<file path="config.mk">
export PLATFORM = sky130hd
export DESIGN_NAME = aud_tdm_port
export DESIGN_NICKNAME = d
export VERILOG_FILES = /design/src/rtl/aud_tdm_pkg.sv /design/src/rtl/aud_tdm_sync.sv /design/src/rtl/aud_tdm_frame.sv /design/src/rtl/aud_tdm_rx.sv /design/src/rtl/aud_tdm_tx.sv /design/src/rtl/aud_tdm_port.sv
export SDC_FILE = /design/constraint.sdc
export NUM_CORES = 1
export LEC_CHECK = 0
export BUFFER_PORTS_ARGS = -buffer_cell sky130_fd_sc_hd__buf_2
export CAP_MARGIN = 20
export CELL_PAD_IN_SITES_DETAIL_PLACEMENT = 0
export CELL_PAD_IN_SITES_GLOBAL_PLACEMENT = 2
export CORE_UTILIZATION = 30
export DETAILED_ROUTE_END_ITERATION = 8
export PLACE_DENSITY = 0.7
export SETUP_SLACK_MARGIN = 0.2
export SYNTH_ARGS = -nofsm -noshare
export SYNTH_HDL_FRONTEND = slang
export SYNTH_SLANG_ARGS = --single-unit
</file>
<file path="constraint.sdc">
create_clock -name clk_i -period 5.94 [get_ports clk_i]
set_input_delay 0.594 -clock clk_i [delete_from_list [all_inputs] [get_ports clk_i]]
set_output_delay 0.594 -clock clk_i [all_outputs]
set_load 0.02 [all_outputs]
</file>
<file path="src/rtl/aud_tdm_pkg.sv">
package aud_tdm_pkg;
  localparam int unsigned PB_LINES  = 3;
  localparam int unsigned CAP_LINES = 2;
  localparam int unsigned PB_CH     = 6;
  localparam int unsigned CAP_CH    = 4;
  localparam int unsigned WIDE_SLOTS   = 8;
  localparam int unsigned NARROW_SLOTS = 4;
  localparam int unsigned STEREO_SLOTS = 2;

  localparam logic [1:0] FMT_RJ_SHORT = 2'd0;
  localparam logic [1:0] FMT_RJ_FULL  = 2'd1;
  localparam logic [1:0] FMT_LJ       = 2'd2;
  localparam logic [1:0] FMT_I2S      = 2'd3;

  localparam logic [1:0] ARR_WIDE   = 2'b01;
  localparam logic [1:0] ARR_NARROW = 2'b11;

  function automatic int frame_bits(logic [1:0] arr, int slot_bits);
    if (arr == ARR_WIDE)   return slot_bits * WIDE_SLOTS;
    if (arr == ARR_NARROW) return slot_bits * NARROW_SLOTS;
    return slot_bits * STEREO_SLOTS;
  endfunction

  function automatic int rx_offset(logic [1:0] fmt, int slot_bits, int full_w, int short_w);
    case (fmt)
      FMT_RJ_SHORT: return slot_bits - short_w;
      FMT_RJ_FULL:  return slot_bits - full_w;
      FMT_LJ:       return 0;
      default:      return 1;
    endcase
  endfunction

  function automatic int rx_len(logic [1:0] fmt, int full_w, int short_w);
    return (fmt == FMT_RJ_SHORT) ? short_w : full_w;
  endfunction

  // playback line/slot -> channel, -1 when unused
  function automatic int rx_chan(logic [1:0] arr, int line, int slot);
    if (arr == ARR_WIDE)
      return (line == 0 && slot < int'(PB_CH)) ? slot : -1;
    if (arr == ARR_NARROW) begin
      if (line == 0 && slot < int'(NARROW_SLOTS)) return slot;
      if (line == 1 && slot < int'(PB_CH - NARROW_SLOTS)) return int'(NARROW_SLOTS) + slot;
      return -1;
    end
    return (slot < int'(STEREO_SLOTS)) ? int'(STEREO_SLOTS) * line + slot : -1;
  endfunction

  // capture line/slot -> channel, -1 when unused
  function automatic int tx_chan(logic [1:0] arr, int line, int slot);
    if (arr[0])
      return (line == 0 && slot < int'(CAP_CH)) ? slot : -1;
    return (slot < int'(STEREO_SLOTS)) ? int'(STEREO_SLOTS) * line + slot : -1;
  endfunction
endpackage

</file>
<file path="src/rtl/aud_tdm_sync.sv">
module aud_tdm_sync #(
  parameter int unsigned W      = 1,
  parameter int unsigned STAGES = 2
) (
  input  logic         clk_i,
  input  logic         rst_ni,
  input  logic [W-1:0] d_i,
  output logic [W-1:0] q_o
);
  logic [STAGES-1:0][W-1:0] pipe_q;

  always_ff @(posedge clk_i or negedge rst_ni) begin
    if (!rst_ni) pipe_q <= '0;
    else         pipe_q <= {pipe_q[STAGES-2:0], d_i};
  end

  assign q_o = pipe_q[STAGES-1];
endmodule

</file>
<file path="src/rtl/aud_tdm_frame.sv">
module aud_tdm_frame
  import aud_tdm_pkg::*;
#(
  parameter int unsigned SLOT_BITS = 32,
  parameter int unsigned PW        = 8
) (
  input  logic          clk_i,
  input  logic          rst_ni,
  input  logic          rise_i,
  input  logic          lrck_i,
  input  logic [1:0]    fmt_i,
  input  logic [1:0]    tdm_i,
  output logic [PW-1:0] pos_o,
  output logic          ok_o,
  output logic          last_o
);
  logic [PW-1:0] pos_q;
  logic          lrck_q, seen_q, locked_q;
  logic          act_lvl, start;

  // frame opens when lrck reaches its active level
  assign act_lvl = (fmt_i != FMT_I2S);
  assign start   = seen_q && (lrck_i == act_lvl) && (lrck_q != act_lvl);
  assign pos_o   = start ? '0 : pos_q + PW'(1);
  assign ok_o    = locked_q | start;
  assign last_o  = int'(pos_o) == frame_bits(tdm_i, int'(SLOT_BITS)) - 1;

  always_ff @(posedge clk_i or negedge rst_ni) begin
    if (!rst_ni) begin
      pos_q    <= '1;
      lrck_q   <= 1'b0;
      seen_q   <= 1'b0;
      locked_q <= 1'b0;
    end else if (rise_i) begin
      lrck_q <= lrck_i;
      seen_q <= 1'b1;
      pos_q  <= pos_o;
      if (start) locked_q <= 1'b1;
    end
  end
endmodule

</file>
<file path="src/rtl/aud_tdm_rx.sv">
module aud_tdm_rx
  import aud_tdm_pkg::*;
#(
  parameter int unsigned SAMPLE_W  = 24,
  parameter int unsigned SHORT_W   = 20,
  parameter int unsigned SLOT_BITS = 32,
  parameter int unsigned PW        = 8
) (
  input  logic                          clk_i,
  input  logic                          rst_ni,
  input  logic                          rise_i,
  input  logic                          ok_i,
  input  logic                          last_i,
  input  logic [PW-1:0]                 pos_i,
  input  logic [PB_LINES-1:0]           sdin_i,
  input  logic [1:0]                    fmt_i,
  input  logic [1:0]                    tdm_i,
  output logic [PB_CH-1:0][SAMPLE_W-1:0] data_o,
  output logic                          valid_o
);
  localparam int unsigned BW = $clog2(SLOT_BITS);

  logic [BW-1:0]    bit_w;
  logic [PW-BW-1:0] slot;
  int               idx;
  logic             in_win;
  int               dest [PB_LINES];

  logic [PB_LINES-1:0][SAMPLE_W-1:0] asm_q, asm_d;
  logic [PB_CH-1:0][SAMPLE_W-1:0]    data_q;
  logic                              valid_q;

  assign bit_w = pos_i[BW-1:0];
  assign slot  = pos_i[PW-1:BW];

  always_comb begin
    idx    = int'(bit_w) - rx_offset(fmt_i, int'(SLOT_BITS), int'(SAMPLE_W), int'(SHORT_W));
    in_win = (idx >= 0) && (idx < rx_len(fmt_i, int'(SAMPLE_W), int'(SHORT_W)));
    for (int l = 0; l < int'(PB_LINES); l++) begin
      // word cleared at slot start so short formats leave zero LSBs
      asm_d[l] = (bit_w == '0) ? '0 : asm_q[l];
      if (in_win && sdin_i[l])
        asm_d[l] = asm_d[l] | (SAMPLE_W'(1) << (int'(SAMPLE_W) - 1 - idx));
      dest[l] = rx_chan(tdm_i, l, int'(slot));
    end
  end

  always_ff @(posedge clk_i or negedge rst_ni) begin
    if (!rst_ni) begin
      asm_q   <= '0;
      data_q  <= '0;
      valid_q <= 1'b0;
    end else begin
      valid_q <= rise_i && ok_i && last_i;
      if (rise_i && ok_i) begin
        asm_q <= asm_d;
        if (bit_w == BW'(SLOT_BITS - 1)) begin
          for (int l = 0; l < int'(PB_LINES); l++)
            for (int c = 0; c < int'(PB_CH); c++)
              if (dest[l] == c) data_q[c] <= asm_d[l];
        end
      end
    end
  end

  assign data_o  = data_q;
  assign valid_o = valid_q;
endmodule

</file>
<file path="src/rtl/aud_tdm_tx.sv">
module aud_tdm_tx
  import aud_tdm_pkg::*;
#(
  parameter int unsigned SAMPLE_W  = 24,
  parameter int unsigned SLOT_BITS = 32,
  parameter int unsigned PW        = 8
) (
  input  logic                            clk_i,
  input  logic                            rst_ni,
  input  logic                            fall_i,
  input  logic                            ok_i,
  input  logic [PW-1:0]                   pos_i,
  input  logic [1:0]                      fmt_i,
  input  logic [1:0]                      tdm_i,
  input  logic [CAP_CH-1:0][SAMPLE_W-1:0] cap_i,
  output logic [CAP_LINES-1:0]            sdout_o
);
  localparam int unsigned BW = $clog2(SLOT_BITS);

  logic [BW-1:0]    bit_w;
  logic [PW-BW-1:0] slot;
  int               idx, sh, ch;
  logic             in_win;
  logic [SAMPLE_W-1:0] word, shifted;

  logic [CAP_CH-1:0][SAMPLE_W-1:0] shadow_q, src;
  logic [CAP_LINES-1:0]            bit_d, sdout_q;

  assign bit_w = pos_i[BW-1:0];
  assign slot  = pos_i[PW-1:BW];
  // first bit of a frame reads the live input, the rest the latched copy
  assign src   = (pos_i == '0) ? cap_i : shadow_q;

  always_comb begin
    idx     = int'(bit_w) - ((fmt_i == FMT_I2S) ? 1 : 0);
    in_win  = (idx >= 0) && (idx < int'(SAMPLE_W));
    sh      = in_win ? int'(SAMPLE_W) - 1 - idx : 0;
    word    = '0;
    shifted = '0;
    ch      = -1;
    for (int o = 0; o < int'(CAP_LINES); o++) begin
      ch   = tx_chan(tdm_i, o, int'(slot));
      word = '0;
      for (int c = 0; c < int'(CAP_CH); c++)
        if (ch == c) word = src[c];
      shifted  = word >> sh;
      bit_d[o] = in_win && shifted[0];
    end
  end

  always_ff @(posedge clk_i or negedge rst_ni) begin
    if (!rst_ni) begin
      shadow_q <= '0;
      sdout_q  <= '0;
    end else if (fall_i) begin
      sdout_q <= ok_i ? bit_d : '0;
      if (ok_i && pos_i == '0) shadow_q <= cap_i;
    end
  end

  assign sdout_o = sdout_q;
endmodule

</file>
<file path="src/rtl/aud_tdm_port.sv">
module aud_tdm_port
  import aud_tdm_pkg::*;
#(
  parameter int unsigned SAMPLE_W  = 24,
  parameter int unsigned SHORT_W   = 20,
  parameter int unsigned SLOT_BITS = 32,
  parameter int unsigned SYNC_LEN  = 2
) (
  input  logic                            clk_i,
  input  logic                            rst_ni,
  input  logic                            bclk_i,
  input  logic                            lrck_i,
  input  logic [PB_LINES-1:0]             sdin_i,
  input  logic [1:0]                      fmt_i,
  input  logic [1:0]                      tdm_i,
  input  logic [CAP_CH-1:0][SAMPLE_W-1:0] cap_data_i,
  output logic [CAP_LINES-1:0]            sdout_o,
  output logic [PB_CH-1:0][SAMPLE_W-1:0]  pb_data_o,
  output logic                            pb_valid_o
);
  localparam int unsigned PW = $clog2(SLOT_BITS * WIDE_SLOTS);
  localparam int unsigned SW = PB_LINES + 2;

  logic [SW-1:0] sync_q;
  logic          bclk_d;
  logic          bclk_rise, bclk_fall;
  logic [PW-1:0] pos;
  logic          frame_ok, frame_last;

  aud_tdm_sync #(.W(SW), .STAGES(SYNC_LEN)) sync_i (
    .clk_i (clk_i),
    .rst_ni(rst_ni),
    .d_i   ({sdin_i, lrck_i, bclk_i}),
    .q_o   (sync_q)
  );

  always_ff @(posedge clk_i or negedge rst_ni) begin
    if (!rst_ni) bclk_d <= 1'b0;
    else         bclk_d <= sync_q[0];
  end

  assign bclk_rise = sync_q[0] & ~bclk_d;
  assign bclk_fall = ~sync_q[0] & bclk_d;

  aud_tdm_frame #(.SLOT_BITS(SLOT_BITS), .PW(PW)) frame_i (
    .clk_i (clk_i),
    .rst_ni(rst_ni),
    .rise_i(bclk_rise),
    .lrck_i(sync_q[1]),
    .fmt_i (fmt_i),
    .tdm_i (tdm_i),
    .pos_o (pos),
    .ok_o  (frame_ok),
    .last_o(frame_last)
  );

  aud_tdm_rx #(.SAMPLE_W(SAMPLE_W), .SHORT_W(SHORT_W), .SLOT_BITS(SLOT_BITS), .PW(PW)) rx_i (
    .clk_i  (clk_i),
    .rst_ni (rst_ni),
    .rise_i (bclk_rise),
    .ok_i   (frame_ok),
    .last_i (frame_last),
    .pos_i  (pos),
    .sdin_i (sync_q[SW-1:2]),
    .fmt_i  (fmt_i),
    .tdm_i  (tdm_i),
    .data_o (pb_data_o),
    .valid_o(pb_valid_o)
  );

  aud_tdm_tx #(.SAMPLE_W(SAMPLE_W), .SLOT_BITS(SLOT_BITS), .PW(PW)) tx_i (
    .clk_i  (clk_i),
    .rst_ni (rst_ni),
    .fall_i (bclk_fall),
    .ok_i   (frame_ok),
    .pos_i  (pos),
    .fmt_i  (fmt_i),
    .tdm_i  (tdm_i),
    .cap_i  (cap_data_i),
    .sdout_o(sdout_o)
  );
endmodule

</file>
Word level (Yosys, flattened, before mapping)
Index checks and enable logic that the tools add are counted.
{ "word_totals": {"reg_bits": 337} }
{ "op_classes": {"n_addsub": 8, "n_lt_le_gt_ge": 7, "eq_ne": 31, "shifts": 3, "muxes": 77, "n_bitwise": 8, "n_reduce_logical": 34} }
{ "ops": {"columns": ["operator", "count"], "rows": [
  ["2-to-1 mux 32 bit", 28],
  ["2-to-1 mux 24 bit", 32],
  ["== test 32 x 3 -> 1 bit (second input constant)", 10],
  ["== test 32 x 4 -> 1 bit (second input constant)", 6],
  ["== test 32 x 2 -> 1 bit (second input constant)", 5],
  ["zero test 32 bit", 5],
  ["2-to-1 mux 96 bit", 1],
  ["OR 24 bit", 3],
  ["greater-or-equal comparator 32 x 1 -> 1 bit (second input constant)", 2],
  [">> shifter 24 x 32 -> 1 bit", 2],
  ["subtractor 6 x 32 -> 32 bit (first input constant)", 2],
  ["== test 9 x 32 -> 1 bit", 1],
  ["less-than comparator 32 bit", 1],
  ["less-than comparator 32 x 6 -> 1 bit (second input constant)", 1],
  ["<< shifter 1 x 32 -> 24 bit (first input constant)", 1],
  ["subtractor 32 x 2 -> 32 bit (second input constant)", 1],
  ["subtractor 6 x 32 -> 32 bit", 1],
  ["AND reduction 3 bit", 6],
  ["nonzero test 3 bit", 6],
  ["logical AND 1 bit", 12],
  ["case mux 4 bit (3 select lines)", 1],
  ["2-to-1 mux 1 bit", 11],
  ["2-to-1 mux 9 bit", 1],
  ["adder 8 x 1 -> 8 bit (second input constant)", 1],
  ["other kinds (21)", 28]
]} }

Depth between registers and ports, before layout
{ "depth": {"word_depth": 17, "mapped_depth": 25, "mapped_depth_nobuf": 22} }

Cells and area by module
A second synthesis with hierarchy kept.
{ "unflattened": {"hier_cells": 1837, "hier_area_um2": 17840.9} }
{ "by_module_without_submodules": {"columns": ["module", "instances", "cells_each", "area_each_um2"], "rows": [
  ["aud_tdm_rx", 1, 1153, 10751.6],
  ["aud_tdm_tx", 1, 598, 6043.3],
  ["aud_tdm_frame", 1, 68, 718.2],
  ["aud_tdm_sync", 1, 15, 287.8],
  ["aud_tdm_port", 1, 3, 40.0]
]} }

Worst setup path before layout
Ideal clock, no wire load.
{ "synth_timing": {"path_type": "input port to flip-flop", "start": "in fmt_i[1]", "end": "reg rx_i.data_q (netlist bit rx_i.data_o[133])", "setup_time_ps": 83, "t_arrival_ps": 5118, "required_ps": 5857, "path_slack_ps": 739, "cell_stages": 21, "path_buffers": 2, "cell_sequence": "and2_1 -> o21ai_2 -> nand2_1 -> and2_1 -> ha_1 -> clkbuf_1 -> a21boi_1 -> o21a_1 -> or3_1 -> nand2_1 -> ha_1 -> ha_1 -> or4_1 -> nor2_1 -> nand3_1 -> nor4_1 -> clkbuf_1 -> a22oi_1 -> o22ai_1 -> a221oi_1 -> o21ai_0"} }
{ "synth_via": {"elab_cells_between_ends": 69, "cone_classes": "add/sub: 4; order compare: 5; eq/ne: 9; shift: 1; mux: 35; bitwise: 4; reduce/logical: 11"} }
{ "synth_lines": {"columns": ["item", "line_no", "rtl"], "rows": [
  ["start: declaration", "aud_tdm_port.sv:14", "input logic [1:0] fmt_i,"],
  ["!= test 2 bit *", "aud_tdm_frame.sv:22", "assign act_lvl = (fmt_i != FMT_I2S);"],
  ["== test 1 bit", "aud_tdm_frame.sv:23", "assign start = seen_q && (lrck_i == act_lvl) && (lrck_q != act_lvl);"],
  ["logical AND 1 bit", "aud_tdm_frame.sv:23", null],
  ["logical AND 1 bit *", "aud_tdm_frame.sv:23", null],
  ["2-to-1 mux 8 bit *", "aud_tdm_frame.sv:24", "assign pos_o = start ? '0 : pos_q + PW'(1);"],
  ["net frame_i.pos_o[2]", "aud_tdm_frame.sv:13", "output logic [PW-1:0] pos_o,"],
  ["subtractor 5 x 4 -> 6 bit", "aud_tdm_rx.sv:37", "idx = int'(bit_w) - rx_offset(fmt_i, int'(SLOT_BITS), int'(SAMPLE_W), int'(SHORT_W));"],
  ["subtractor 6 x 32 -> 32 bit (tied with other cells)", "aud_tdm_rx.sv:43", "asm_d[l] = asm_d[l] | (SAMPLE_W'(1) << (int'(SAMPLE_W) - 1 - idx));"],
  ["<< shifter 1 x 32 -> 24 bit or logical AND 1 bit (tied branches)", "aud_tdm_rx.sv:43, aud_tdm_rx.sv:38", null],
  ["OR 24 bit or logical AND 1 bit (tied branches)", "aud_tdm_rx.sv:43, aud_tdm_rx.sv:42", null],
  ["2-to-1 mux 24 bit", "aud_tdm_rx.sv:42", "if (in_win && sdin_i[l])"],
  ["2-to-1 mux 24 bit (3 in a row)", "aud_tdm_rx.sv:60", "if (dest[l] == c) data_q[c] <= asm_d[l];"],
  ["end signal: indexed assignment", "aud_tdm_rx.sv:60", null],
  ["end: declaration", "aud_tdm_rx.sv:30", "logic [PB_CH-1:0][SAMPLE_W-1:0] data_q;"]
]} }
Mark *: on every way through the listed nets, which the timed path passes. The rest lies on a longest branch. The select of a mux whose other input is x is not followed.
A chain may end at the register's enable or synchronous reset.

Worst setup path in the final report
{ "layout_timing": {"start": "reg frame_i.seen_q", "end": "reg tx_i.sdout_q[0] (netlist: tx_i.sdout_o[0])"} }
{ "layout_via": {"elab_chain_cells": 15, "elab_cells_between_ends": 29, "cone_classes": "add/sub: 2; order compare: 4; eq/ne: 3; shift: 1; mux: 12; bitwise: 1; reduce/logical: 6"} }
{ "layout_rtl": {"columns": ["item", "line_no", "rtl"], "rows": [
  ["start: declaration", "aud_tdm_frame.sv:18", "logic lrck_q, seen_q, locked_q;"],
  ["start signal: assignment", "aud_tdm_frame.sv:32", "seen_q <= 1'b0;"],
  ["start signal: assignment", "aud_tdm_frame.sv:36", "seen_q <= 1'b1;"],
  ["logical AND 1 bit * (2 in a row)", "aud_tdm_frame.sv:23", null],
  ["parallel branches: the longest is 12 deep, another holds subtractor 6 x 32 -> 32 bit", null, null],
  ["2-to-1 mux 2 bit *", "aud_tdm_tx.sv:56", "sdout_q <= ok_i ? bit_d : '0;"],
  ["end signal: assignment", "aud_tdm_tx.sv:56", null],
  ["end: declaration", "aud_tdm_tx.sv:27", "logic [CAP_LINES-1:0] bit_d, sdout_q;"]
]} }
Every way passes the cells marked *.

==> results by group <==
Logic synthesis
  • Syn_area_per_cell: 9.66 um2
  • Post-synth EDFFs: 0
  • Synth Net Count: between 1,500 and 2,000
  • Synth cell types: a little over 80
  • Cell area after synthesis: between 0.015 and 0.02 mm2
  • Dominant synthesized flop cell: dfrtp_1
  • Seq/Total Area, Yosys: 0.477
  • Top-area cell type share of the netlist area: 0.466
  • Post-synthesis instance total: 1,831
  • Area contributors post-synth: dfrtp_1 47%, mux2_2 8.0%, nand2_1 6.5%
  • Warnings, synthesis: 0
  • Cell taking the most area after synthesis: dfrtp_1
  • Asr flop ratio synth: 1.00
  • Count of state elements after synthesis: ~340

Timing
  • Fmax: about 0.19 GHz
  • Setup TNS: 0 ps
  • Least-Margin Pin Slew: 1160 ps
  • Endpoints failing hold: 0
  • Slew margin rel.: 0.223
  • Min Tclk post-route: 5280 ps
  • Final Max Tran Viols: 0
  • Part of the cycle the worst path needs: 0.889
  • Final setup margin: between 600 and 700 ps
  • Hold WS: about 76 ps
  • Setup violations, final: 0
  • Clock skew: approximately 33 ps
  • RSZ-0062 raised after global routing: no

Detailed routing
  • Drt total wl: roughly 68,000 um
  • Iteration-0 DRC Markers: 1,220
  • DRC viols: 0
  • Vias per cell: around 5.4
  • WL per Instance: between 20 and 25 um
  • Pre-antenna DRT Iters: 5
  • Vias: between 15,000 and 20,000
  • ANT nets after route: 0

Floorplan
  • # rows: 88
  • Die Height: around 240 um
  • IO Pins: roughly 250
  • Die extent in x: 245 um
  • Initial cell density of the core: 0.305
  • Core Area: a little under 0.06 mm2
  • Total die area: around 0.06 mm2

Finish
  • Share of cells above drive strength 1: 0.272
  • Final non-filler cell total: approximately 2,800
  • Most common cell after layout, fill and taps aside: dfrtp_1
  • Synthesis-to-layout area growth: 20.0%
  • Nets: 2,159
  • Final Core Density: 0.366
  • Most frequent cells in the layout: 329 x dfrtp_1, 306 x nand2_1, 252 x buf_2, 159 x o21ai_0, 136 x nor2_1

Power
  • Sw Share: 0.367
  • Power Density: between 300 and 400 mW/mm2
  • Max VDD drop: ~0.00017 V
  • Combinational share of power: 0.338
  • Internal power: around 5.3 mW
  • Pleak: around 9.6 nW
  • Sequential Power Share: 0.352
  • Clk pwr share: 0.310
  • Sw Pwr: ~3 mW

Clock tree
  • Htree depth: 2
  • Skew-Pair Late Insertion Delay: 580 ps
  • Root buf cell: clkbuf_16
  • CTS clk-pin slew, worst paths: around 60 ps
  • Clock sinks: between 300 and 400
  • Max clock buf depth: 3
  • CTS tree: yes
  • Hold_buf cts: 0
  • CTS buffer count: 42

Worst hold path
  • HP Class: primary input to async pin

Worst setup path
  • Worst setup EP type: flop
  • RR Startpoint: frame_i.seen_q$_DFFE_PN0P_
  • Crit Path Category: flop to flop
  • Worst setup path startpoint: frame_i.seen_q$_DFFE_PN0P_
  • Startpoint Class: flop
  • Crit path largest cell delay: ~800 ps
  • Crit path max fanout: 10
  • CP Data Arrival Time: between 5000 and 6000 ps
  • CP cell instances: inv_1, nor2_1, nor2_1, inv_1, ha_1, nor3b_1, a211oi_1, or2_2, a21oi_1, ha_1, nand2_1, a221oi_1, buf_4, o21ai_0, a2111oi_0, o211ai_1, a41o_1
  • CP delay by family, top: compound AO/OA/AOI/OAI gates
  • Crit-path slowest cell: a2111oi_0
  • Critical Path RT: about 6400 ps
  • Critical path buffers and inverters: 3

GRT
  • Number of global-route vias before repair: approximately 15,000
  • Total track usage: 0.227
  • Largest net degree at the start of global routing: 124
  • GRT overflow: 0
  • First-pass GRT wire length: 103,000 um
  • Initial antenna violation count: 6

Placed design
  • Post-Place Cells: 2,757
  • Final Wtd Congestion: approximately 0.86
  • Post-detail-place hpwl: 47,200 um
  • Pre-CTS WS: 395 ps
  • PortBufs: roughly 250

Status
  • Status: completed

Job
  • # Max-Cap Violations: 0
==> Yosys cell counts (5+ instances only) <==
cell type,instances
a221oi_1,15
dfrtp_1,329
nor2_1,139
a32o_1,9
o22a_1,24
or3_1,7
and2_1,17
o21a_1,7
a221o_1,10
a22o_1,29
mux4_2,7
inv_1,11
a31o_2,10
buf_1,10
nand3_1,45
and3_1,12
ha_1,15
buf_6,5
nor3_1,11
buf_2,35
o21ai_0,160
a22oi_1,64
dfstp_2,8
nand2_1,306
o211ai_1,10
a31oi_1,13
xor2_1,6
o22ai_1,35
mux2_2,125
nor4_1,6
a21oi_1,110
nand4_1,15
a211oi_1,6
mux2i_1,39
clkbuf_1,96
==> area by class of cell <==
class                      count  area [um2]
sequential                   337        8440
clock inverter                11         135
clock buffer                  62        1240
antenna                        7        17.5
tap                          765         957
inverter                      11        41.3
timing repair buffer         309        1730
multi-input combinational   1336        8650
fill                        5941       36700
==> through the flow <==
stage	total power, mW	area, um2
after global placement	5.76	19800
after detailed placement	5.78	19800
after CTS	8.41	21200
after global routing	8.83	21200
final	8.37	21200
after floorplan	4.79	17700
==> sequential cells by signal, summed over array words and instances, names as in the netlist <==
signal	count
rx_i.data_o	144
tx_i.shadow_q	96
rx_i.asm_q	72
frame_i.pos_q	8
sync_i.pipe_q	5
sync_i.q_o	5
tx_i.sdout_o	2
bclk_d	1
frame_i.locked_q	1
frame_i.lrck_q	1
frame_i.seen_q	1
rx_i.valid_o	1
==> power by group through the flow <==
stage,Clock [mW],Sequential [mW],Combinational (mW)
floorplan,0,2.90,1.90
global placement,0,2.97,2.79
detailed placement,0,2.98,2.80
CTS,2.66,2.94,2.81
global route,2.75,3.00,3.08
finish,2.59,2.95,2.83
==> worst paths after layout <==
path | depth (start not counted) | to | slack [ps]
min | 1 | tx_i.shadow_q[37]$_DFFE_PN0P_ | 80
max reg2reg | 17 | tx_i.sdout_o[0]$_DFFE_PN0P_ | 660
min reg2reg | 0 | sync_i.q_o[2]$_DFF_PN0_ | 350
max in group asynchronous | 2 | rx_i.data_o[79]$_DFFE_PN0P_ | 4470
max | 17 | tx_i.sdout_o[0]$_DFFE_PN0P_ | 660
min in group clk_i | 1 | sync_i.pipe_q[4]$_DFF_PN0_ | 120
==> cells by family (layout without fill, tap and decap cells) <==
kind of cell | count (synthesis) | in the layout | share of synthesized area
fa+ha+maj | 15 | 15 | 0.0106
mux | 176 | 176 | 0.117
flops | 337 | 337 | 0.477
simple gates | 591 | 591 | 0.149
compound gates | 543 | 543 | 0.201
xor+xnor | 11 | 11 | 0.00651
other cells | 0 | 7 | 0
buf+inv | 158 | 393 | 0.0384
==> per-layer routing <==
| layer | part of all wire | vias up | GRT usage |
|---|---|---|---|
| li1 | - | 7083 | - |
| met1 | 0.47 | 7811 | 0.333 |
| met2 | 0.46 | 488 | 0.352 |
| met3 | 0.058 | 53 | 0.0348 |
| met4 | 0.013 | 0 | 0.0436 |
| met5 | 0 | - | 0 |
==> timing repair <==
| action | 4_1_cts | 5_1_grt |
|---|---|---|
| gates resized for setup | 0 | 3 |
| setup endpoints to repair | 0 | 76 |
| buffers inserted | 0 | 1 |
(Power assumes the default switching activity.)
